===== src/rtl/sdmon_pkg.sv =====
package sdmon_pkg;

    localparam int CNT_W       = 4;
    localparam int WSINGLE_BIT = 9;
    localparam logic [2:0] FULL_PAGE_CODE = 3'b111;

    typedef enum logic [3:0] {
        C_INHIBIT = 4'd0,
        C_NOP     = 4'd1,
        C_ACT     = 4'd2,
        C_READ    = 4'd3,
        C_WRITE   = 4'd4,
        C_BTERM   = 4'd5,
        C_PRE     = 4'd6,
        C_AREF    = 4'd7,
        C_SREF    = 4'd8,
        C_LMODE   = 4'd9
    } cmd_e;

    typedef enum logic [2:0] {
        V_NONE      = 3'd0,
        V_ACT_OPEN  = 3'd1,
        V_IDLE_ACC  = 3'd2,
        V_MODE_BUSY = 3'd3,
        V_REF_BUSY  = 3'd4
    } viol_e;

    function automatic cmd_e decode_cmd(input logic cs_n, input logic ras_n,
                                        input logic cas_n, input logic we_n,
                                        input logic cke);
        cmd_e r;
        if (cs_n) begin
            r = C_INHIBIT;
        end else begin
            case ({ras_n, cas_n, we_n})
                3'b111:  r = C_NOP;
                3'b011:  r = C_ACT;
                3'b101:  r = C_READ;
                3'b100:  r = C_WRITE;
                3'b110:  r = C_BTERM;
                3'b010:  r = C_PRE;
                3'b001:  r = cke ? C_AREF : C_SREF;
                default: r = C_LMODE;
            endcase
        end
        return r;
    endfunction

    function automatic logic [CNT_W-1:0] burst_len(input logic [2:0] code);
        logic [CNT_W-1:0] r;
        case (code)
            3'b001:  r = CNT_W'(2);
            3'b010:  r = CNT_W'(4);
            3'b011:  r = CNT_W'(8);
            default: r = CNT_W'(1);
        endcase
        return r;
    endfunction

endpackage


===== src/rtl/sdmon_decode.sv =====
module sdmon_decode
    import sdmon_pkg::*;
(
    input  logic cs_n,
    input  logic ras_n,
    input  logic cas_n,
    input  logic we_n,
    input  logic cke,
    input  logic self_ref,
    output cmd_e op
);
    always_comb begin
        if (self_ref) op = C_INHIBIT;
        else          op = decode_cmd(cs_n, ras_n, cas_n, we_n, cke);
    end
endmodule


===== src/rtl/sdmon_mode.sv =====
module sdmon_mode
    import sdmon_pkg::*;
(
    input  logic             clk,
    input  logic             rst,
    input  logic             load,
    input  logic [2:0]       bl_code_in,
    input  logic             wr_single_in,
    output logic [CNT_W-1:0] bl,
    output logic             full_page,
    output logic             wr_single
);
    logic [2:0] code_q;
    logic       ws_q;

    always_ff @(posedge clk) begin
        if (rst) begin
            code_q <= 3'b000;
            ws_q   <= 1'b0;
        end else if (load) begin
            code_q <= bl_code_in;
            ws_q   <= wr_single_in;
        end
    end

    assign bl        = burst_len(code_q);
    assign full_page = (code_q == FULL_PAGE_CODE);
    assign wr_single = ws_q;
endmodule


===== src/rtl/sdmon_bank.sv =====
module sdmon_bank
    import sdmon_pkg::*;
#(
    parameter int ROW_W = 13
) (
    input  logic             clk,
    input  logic             rst,
    input  logic             act_hit,
    input  logic             close_hit,
    input  logic             ap_start,
    input  logic [CNT_W-1:0] ap_len,
    input  logic [ROW_W-1:0] row_in,
    output logic             open_o,
    output logic [ROW_W-1:0] row_o,
    output logic             pend_o
);
    logic             open_q;
    logic             pend_q;
    logic [ROW_W-1:0] row_q;
    logic [CNT_W-1:0] cnt_q;

    always_ff @(posedge clk) begin
        if (rst) begin
            open_q <= 1'b0;
            pend_q <= 1'b0;
            row_q  <= '0;
            cnt_q  <= '0;
        end else if (close_hit) begin
            open_q <= 1'b0;
            pend_q <= 1'b0;
        end else begin
            if (act_hit) begin
                open_q <= 1'b1;
                row_q  <= row_in;
            end
            if (ap_start) begin
                pend_q <= 1'b1;
                cnt_q  <= ap_len;
            end else if (pend_q) begin
                if (cnt_q == CNT_W'(1)) begin
                    pend_q <= 1'b0;
                    open_q <= 1'b0;
                end else begin
                    cnt_q <= cnt_q - CNT_W'(1);
                end
            end
        end
    end

    assign open_o = open_q;
    assign row_o  = row_q;
    assign pend_o = pend_q;
endmodule


===== src/rtl/sdram_bank_monitor.sv =====
module sdram_bank_monitor
    import sdmon_pkg::*;
#(
    parameter int NBANK  = 4,
    parameter int ROW_W  = 13,
    parameter int AP_BIT = 10,
    localparam int BA_W  = $clog2(NBANK)
) (
    input  logic                   clk,
    input  logic                   rst,
    input  logic                   cs_n,
    input  logic                   ras_n,
    input  logic                   cas_n,
    input  logic                   we_n,
    input  logic                   cke,
    input  logic [ROW_W-1:0]       addr,
    input  logic [BA_W-1:0]        ba,
    output logic [3:0]             cmd_o,
    output logic                   viol_o,
    output logic [2:0]             viol_code_o,
    output logic [NBANK-1:0]       bank_open_o,
    output logic [NBANK*ROW_W-1:0] open_row_o,
    output logic [NBANK-1:0]       ap_pend_o,
    output logic                   self_ref_o
);
    cmd_e             op;
    viol_e            viol_n;
    logic             self_ref_q;
    cmd_e             cmd_q;
    viol_e            viol_q;
    logic [NBANK-1:0] open_v;
    logic [NBANK-1:0] pend_v;
    logic [CNT_W-1:0] mode_bl;
    logic             mode_full;
    logic             mode_ws;
    logic             sel_open;
    logic             any_open;
    logic             access;
    logic [CNT_W-1:0] ap_len;

    sdmon_decode u_dec (
        .cs_n(cs_n), .ras_n(ras_n), .cas_n(cas_n), .we_n(we_n),
        .cke(cke), .self_ref(self_ref_q), .op(op)
    );

    assign sel_open = open_v[ba];
    assign any_open = |open_v;
    assign access   = (op == C_READ) || (op == C_WRITE);
    assign ap_len   = ((op == C_WRITE) && mode_ws) ? CNT_W'(1) : mode_bl;

    sdmon_mode u_mode (
        .clk(clk), .rst(rst),
        .load((op == C_LMODE) && !any_open),
        .bl_code_in(addr[2:0]),
        .wr_single_in(addr[WSINGLE_BIT]),
        .bl(mode_bl), .full_page(mode_full), .wr_single(mode_ws)
    );

    always_comb begin
        viol_n = V_NONE;
        case (op)
            C_ACT:          if (sel_open)  viol_n = V_ACT_OPEN;
            C_READ,C_WRITE: if (!sel_open) viol_n = V_IDLE_ACC;
            C_LMODE:        if (any_open)  viol_n = V_MODE_BUSY;
            C_AREF,C_SREF:  if (any_open)  viol_n = V_REF_BUSY;
            default:        viol_n = V_NONE;
        endcase
    end

    for (genvar i = 0; i < NBANK; i++) begin : g_bank
        logic hit;
        assign hit = (ba == BA_W'(i));
        sdmon_bank #(.ROW_W(ROW_W)) u_bank (
            .clk(clk), .rst(rst),
            .act_hit((op == C_ACT) && hit && !open_v[i]),
            .close_hit((op == C_PRE) && (addr[AP_BIT] || hit)),
            .ap_start(access && hit && open_v[i] && addr[AP_BIT] && !mode_full),
            .ap_len(ap_len),
            .row_in(addr),
            .open_o(open_v[i]),
            .row_o(open_row_o[i*ROW_W +: ROW_W]),
            .pend_o(pend_v[i])
        );
    end

    always_ff @(posedge clk) begin
        if (rst) begin
            cmd_q      <= C_INHIBIT;
            viol_q     <= V_NONE;
            self_ref_q <= 1'b0;
        end else begin
            cmd_q  <= op;
            viol_q <= viol_n;
            if (self_ref_q && cke)  self_ref_q <= 1'b0;
            else if (op == C_SREF)  self_ref_q <= 1'b1;
        end
    end

    assign cmd_o       = cmd_q;
    assign viol_code_o = viol_q;
    assign viol_o      = (viol_q != V_NONE);
    assign bank_open_o = open_v;
    assign ap_pend_o   = pend_v;
    assign self_ref_o  = self_ref_q;
endmodule


===== config.mk =====
export PLATFORM = sky130hd
export DESIGN_NAME = sdram_bank_monitor
export DESIGN_NICKNAME = d
export VERILOG_FILES = /design/src/rtl/sdmon_pkg.sv /design/src/rtl/sdmon_decode.sv /design/src/rtl/sdmon_mode.sv /design/src/rtl/sdmon_bank.sv /design/src/rtl/sdram_bank_monitor.sv
export SDC_FILE = /design/constraint.sdc
export NUM_CORES = 1
export LEC_CHECK = 0
export BUFFER_PORTS_ARGS = -buffer_cell sky130_fd_sc_hd__buf_4
export CORE_ASPECT_RATIO = 0.75
export CORE_MARGIN = 2
export CORE_UTILIZATION = 59
export DETAILED_ROUTE_END_ITERATION = 10
export HOLD_SLACK_MARGIN = 0.06
export PLACE_DENSITY = 0.87
export SYNTH_ARGS = -nofsm -noshare
export SYNTH_HDL_FRONTEND = slang
export SYNTH_SLANG_ARGS = --single-unit

===== constraint.sdc =====
create_clock -name clk -period 3.8 [get_ports clk]
set_clock_uncertainty 0.2 [all_clocks]
set_input_delay 0.38 -clock clk [delete_from_list [all_inputs] [get_ports clk]]
set_output_delay 0.38 -clock clk [all_outputs]
set_load 0.01 [all_outputs]

-- After elaboration in Yosys (flattened, before gate mapping)
Cells that the tools add are included.
- input bits: 22
- register bits after elaboration: 88
- output and inout bits: 69
- add/subtract/negate cells: 4
- equality and inequality tests: 29
- mux-type cells: 53
- reduce and logical (&&, ||, !) cells: 64
- bitwise gates (word level): 4
- magnitude comparators: 1
- operators with widths (kind ; number):
    $mux W4 ; 16
    $logic_and A1 B1 Y1 ; 31
    $mux W1 ; 30
    $pmux W4 S7 ; 1
    $eq A4 B1 Y1 const B ; 4
    $sub A4 B1 Y4 const B ; 4
    $eq A3 B3 Y1 const B ; 5
    $reduce_or A2 Y1 ; 7
    $eq A3 B2 Y1 const B ; 4
    $eq A4 B3 Y1 const B ; 3
    $pmux W3 S4 ; 1
    $pmux W4 S3 ; 1
    $reduce_and A3 Y1 ; 4
    $eq A4 B2 Y1 const B ; 2
    $eq A4 B4 Y1 const B ; 2
    $ne A2 B1 Y1 const B ; 4
    $reduce_and A2 Y1 ; 4
    $reduce_bool A2 Y1 ; 4
    $eq A3 B1 Y1 const B ; 2
    $logic_not A1 Y1 ; 6
    $logic_or A1 B1 Y1 ; 5
    $eq A2 B2 Y1 const B ; 2
    $mux W2 ; 2
    $not A1 Y1 ; 4
    7 further kinds ; 7

-- Depth between registers and ports, before layout
- depth after elaboration: 12
- mapped depth: 7
- mapped depth without buffers: 6

-- Hierarchy
Synthesis repeated with hierarchy kept, for this count alone.
- cells, all modules: 499
- area total of the unflattened synthesis: 4098.9 um^2
- modules (own cells, without submodules) (module ; instances ; area each (um^2) ; sequential area each (um^2) ; cells an instance):
    sdmon_bank ; 4 ; 818.3 ; 380.4 ; 100
    sdram_bank_monitor ; 1 ; 559.3 ; 160.2 ; 69
    sdmon_mode ; 1 ; 177.7 ; 80.1 ; 18
    sdmon_decode ; 1 ; 88.8 ; 0.0 ; 12

-- Worst setup path after synthesis
No wires, ideal clock.
- kind: input -> register
- start point: input cas_n
- end point: register g_bank[0].u_bank.row_q[10]
- arrival time: 1.765 ns
- setup time: 0.128 ns
- cell stages on the path: 7
- buffers on the path: 3
- setup slack: 1.707 ns
- path through: buf_6 -> or3b_1 -> buf_6 -> nor4b_4 -> buf_6 -> mux2i_1 -> nor2_1
- word-level cells in the longest chain between the ends: 8
- elaborated cells between the ends (all ways): 17
- those cells by class: eq/ne (9); mux (3); bitwise (1); reduce/logical (4)
- ends and longest elaborated chain (item ; line ; text):
    start: declaration ; sdram_bank_monitor.sv:13 ; input logic cas_n,
    $eq A3 B1 Y1, or another cell as far along ; sdmon_pkg.sv:35 ; case ({ras_n, cas_n, we_n})
    $pmux W4 S7 * ; sdmon_pkg.sv:35 ;
    $mux W4 * ; sdmon_pkg.sv:32 ; if (cs_n) begin
    $mux W4 * ; sdmon_decode.sv:13 ; if (self_ref) op = C_INHIBIT;
    $eq A4 B2 Y1 / $eq A4 B3 Y1 (equally long branches) ; sdram_bank_monitor.sv:75, sdram_bank_monitor.sv:76 ;
    $logic_and A1 B1 Y1, on equally long branches ; sdram_bank_monitor.sv:75, sdram_bank_monitor.sv:76 ;
    $logic_and A1 B1 Y1 / $not A1 Y1 (equally long branches) ; - ;
    $reduce_and A2 Y1 (no line) * ; - ;
    end signal: assignment ; sdmon_bank.sv:34 ; row_q <= row_in;
    end: declaration ; sdmon_bank.sv:19 ; logic [ROW_W-1:0] row_q;
Every way passes the cells marked *; elsewhere a longest branch is shown, timed or not.
A chain may end at the register's enable or synchronous reset.

-- Final worst setup path
- start point: register self_ref_q (netlist: self_ref_o)
- end point: register g_bank[2].u_bank.row_q[3]
- word-level cells in the longest chain between the ends: 5
- elaborated cells between the ends (all ways): 8
- those cells by class: eq/ne (2); mux (1); bitwise (1); reduce/logical (4)
- ends and longest elaborated chain (item ; line ; text):
    start: declaration ; sdram_bank_monitor.sv:28 ; logic self_ref_q;
    start signal: assignment ; sdram_bank_monitor.sv:90 ; self_ref_q <= 1'b0;
    start signal: assignment ; sdram_bank_monitor.sv:94 ; if (self_ref_q && cke) self_ref_q <= 1'b0;
    start signal: assignment ; sdram_bank_monitor.sv:95 ; else if (op == C_SREF) self_ref_q <= 1'b1;
    $mux W4 * ; sdmon_decode.sv:13 ;
    $eq A4 B2 Y1 / $eq A4 B3 Y1 (equally long branches) ; sdram_bank_monitor.sv:75, sdram_bank_monitor.sv:76 ;
    $logic_and A1 B1 Y1, on equally long branches ; sdram_bank_monitor.sv:75, sdram_bank_monitor.sv:76 ;
    $logic_and A1 B1 Y1 / $not A1 Y1 (equally long branches) ; - ;
    $reduce_and A2 Y1 (no line) * ; - ;
    end signal: assignment ; sdmon_bank.sv:34 ;
    end: declaration ; sdmon_bank.sv:19 ;
Marks and branches as above.

==> impl_metrics.json <==
{
  "synth.area.top_cells": "dfxtp_1 41%, mux2i_1 16%, nor2_1 5.9%",
  "critical_path_required_ps": 3820,
  "synth_cell_type_count": 48,
  "cp_top_family": "simple AND/OR/NAND/NOR gates",
  "ir_drop_mv": 0.261,
  "seqCellArea_sq_mm": 0.00176,
  "finalSetupViolations": 0,
  "synth-edff-count": 0,
  "synth-async-reset-ratio": 0,
  "h-tree-depth": 3,
  "syn_nets": 459,
  "cts_tree": "built",
  "fmax_mhz": 392,
  "arrival_ps": 2570,
  "clk_path_buf_depth": 2,
  "slowest_stage": "or3b_1",
  "clock_latency_ps": 360,
  "worst_setup_path_end_kind": "flop",
  "leakage_nw": 2.08,
  "grt_pass1_vias": 3353,
  "slew_viol_final": 0,
  "cts_root_buf": "clkbuf_8",
  "drt-pass1-iter-count": 4,
  "ys.flop_type": "dfxtp_1",
  "synthCells": 429,
  "clock-sinks": 88,
  "worstMarginPinSlew_ps": 905,
  "row_count": 26,
  "synth_most_common_cell": "dfxtp_1",
  "grt_max_degree": 96,
  "fillers": 489,
  "cp_num_buf_inv": 1,
  "synth-seq-cells": 88,
  "rsz0062_at_grt": "false",
  "ys_top_cells_by_count": "88 x dfxtp_1, 68 x mux2i_1, 67 x nor2_1, 23 x a21oi_1, 18 x inv_1",
  "placed_cells": 595,
  "period_share": 0.670,
  "ctsHoldBuffers": 1,
  "num_vias": 3474,
  "instances_no_fill": 612,
  "hold_class": "in2reg",
  "multi_input_area_sq_mm": 0.00223,
  "post_cts_resized": 0,
  "post-route-min-period_ps": 2550,
  "timing.slew.headroom": 0.397,
  "max_stage_delay_ps": 630,
  "tns_ps": 0,
  "synthToLayoutAreaGrowth_pct": 20.6,
  "gr-total-overflow": 0,
  "fp.dieW_um": 102,
  "start_util": 0.618,
  "gp_congestion": 0.869,
  "io_buffers": 90,
  "crit_chain": "or3b_1, nor4b_4, buf_4, mux2i_1, nor2_1",
  "route.detailed.drc": 0,
  "numCtsBuffers": 9,
  "diodes": 0,
  "hpwl_mm": 7.37,
  "synth_top_area_frac": 0.414,
  "ys_warn_count": 0,
  "path_max_fanout": 8,
  "path_clk_slew_ps": 100,
  "post_cts_buffers": 0,
  "die_y_um": 77.6,
  "fin_area_sq_mm": 0.00514,
  "drive_gt1_frac": 0.268,
  "antenna_left": 0,
  "die-area_sq_mm": 0.00792,
  "whs_ps": 85.4,
  "routed_wl_mm": 10.3,
  "power_density_mw_per_mm2": 339,
  "placedInstanceArea_sq_mm": 0.00491,
  "antenna_found_initial": 0,
  "ios": 91,
  "yosysSeqAreaShare": 0.414,
  "post-route-util": 0.745,
  "grt_pass1_wl_mm": 16.7,
  "crit_type": "reg2reg",
  "hold_viol": 0,
  "viasPerCell": 5.68,
  "status": "completed",
  "yosysTopAreaCell": "dfxtp_1",
  "core_sq_mm": 0.00690,
  "critPathLaunchType": "flop",
  "netlist_area_sq_mm": 0.00426,
  "drt-initial-drc-count": 230,
  "wire_per_inst_um": 16.8,
  "postSynthAreaPerCell_sq_um": 9.93,
  "gr-usage-all-layers": 0.268,
  "finish.net_count": 539,
  "maxCapViolations": 0
}
==> layout by cell type, fill, tap and decap left out, types with 3 or more instances in the layout <==
| cell | Yosys | final |
|---|---|---|
| buf_4 | 9 | 97 |
| nand2b_1 | 10 | 10 |
| clkbuf_8 | 0 | 10 |
| a21o_1 | 4 | 4 |
| nand3_1 | 3 | 3 |
| and3_1 | 3 | 3 |
| o32ai_1 | 12 | 12 |
| or3b_2 | 4 | 4 |
| a21oi_1 | 23 | 23 |
| ha_1 | 8 | 8 |
| nand4_4 | 4 | 4 |
| or2_2 | 4 | 4 |
| mux2i_1 | 68 | 68 |
| nor3b_1 | 6 | 6 |
| nor2b_1 | 8 | 8 |
| nand2_1 | 11 | 11 |
| a221o_1 | 5 | 5 |
| a2bb2oi_1 | 3 | 3 |
| nor3_1 | 5 | 5 |
| nor2_1 | 67 | 67 |
| dfxtp_1 | 88 | 88 |
| o211a_1 | 3 | 3 |
| nor4_1 | 5 | 5 |
| nor4b_4 | 3 | 3 |
| a311oi_1 | 4 | 4 |
| mux2_2 | 4 | 4 |
| inv_1 | 18 | 18 |
==> worst register-to-register path, cell delays in order, from the launching register on <==
cell and delay (ps):
dfxtp_1 380, or3b_1 630, nor4b_4 620, buf_4 310, mux2i_1 230, nor2_1 50
==> kinds of logic (layout without fill, tap and decap cells) <==
kind of cell    Yosys count  after routing  synth area share
flops                    88             88             0.414
compound gates           65             65             0.113
fa+ha+maj                 8              8            0.0235
simple gates            148            148             0.212
mux                      73             73             0.176
buf+inv                  47            132            0.0620
==> worst paths after layout <==
path	from	to	slack [ps]	cells after the start
max	self_ref_o	g_bank[2].u_bank.row_o[3]	1250	5
min	addr[4]	g_bank[2].u_bank.row_o[4]	90	3
max reg2reg	self_ref_o	g_bank[2].u_bank.row_o[3]	1250	5
min reg2reg	g_bank[1].u_bank.row_o[10]	g_bank[1].u_bank.row_o[10]	300	2
==> metrics by stage <==
step                      power, mW  setup slack [ps]
after floorplan                1.03              1710
after global placement         1.07              1270
after detailed placement       1.07              1160
after CTS                      1.75              1260
after global routing           1.79              1150
final                          1.74              1250
==> flip-flops by register name, indices dropped and copies added (netlist names) <==
register              cells
cmd_o                     4
g_bank.u_bank.cnt_q      16
g_bank.u_bank.pend_o      4
self_ref_o                1
g_bank.u_bank.row_o      52
u_mode.code_q             3
u_mode.wr_single          1
g_bank.u_bank.open_o      4
viol_code_o               3
==> final cells by class <==
cell class	count	share of cell area
clock inverters	6	0.0146
inverters	18	0.0132
clock buffers	10	0.0268
repair buffers	98	0.144
well taps	98	0.0239
multi-input cells	294	0.435
flip-flops and latches	88	0.343
==> per-layer routing <==
layer,track usage,part of all wire
met5,0,0
met4,0.107,0.021
met3,0.0613,0.051
met2,0.394,0.46
met1,0.379,0.47
==> power by group <==
part           leakage, nW  total [mW]  switching (mW)  internal [mW]
combinational         1.26       0.120          0.0720         0.0476
clock                0.105       0.687           0.354          0.332
sequential           0.710       0.934         0.00549          0.929
total                 2.08        1.74           0.432           1.31
(Power assumes the default switching activity.)
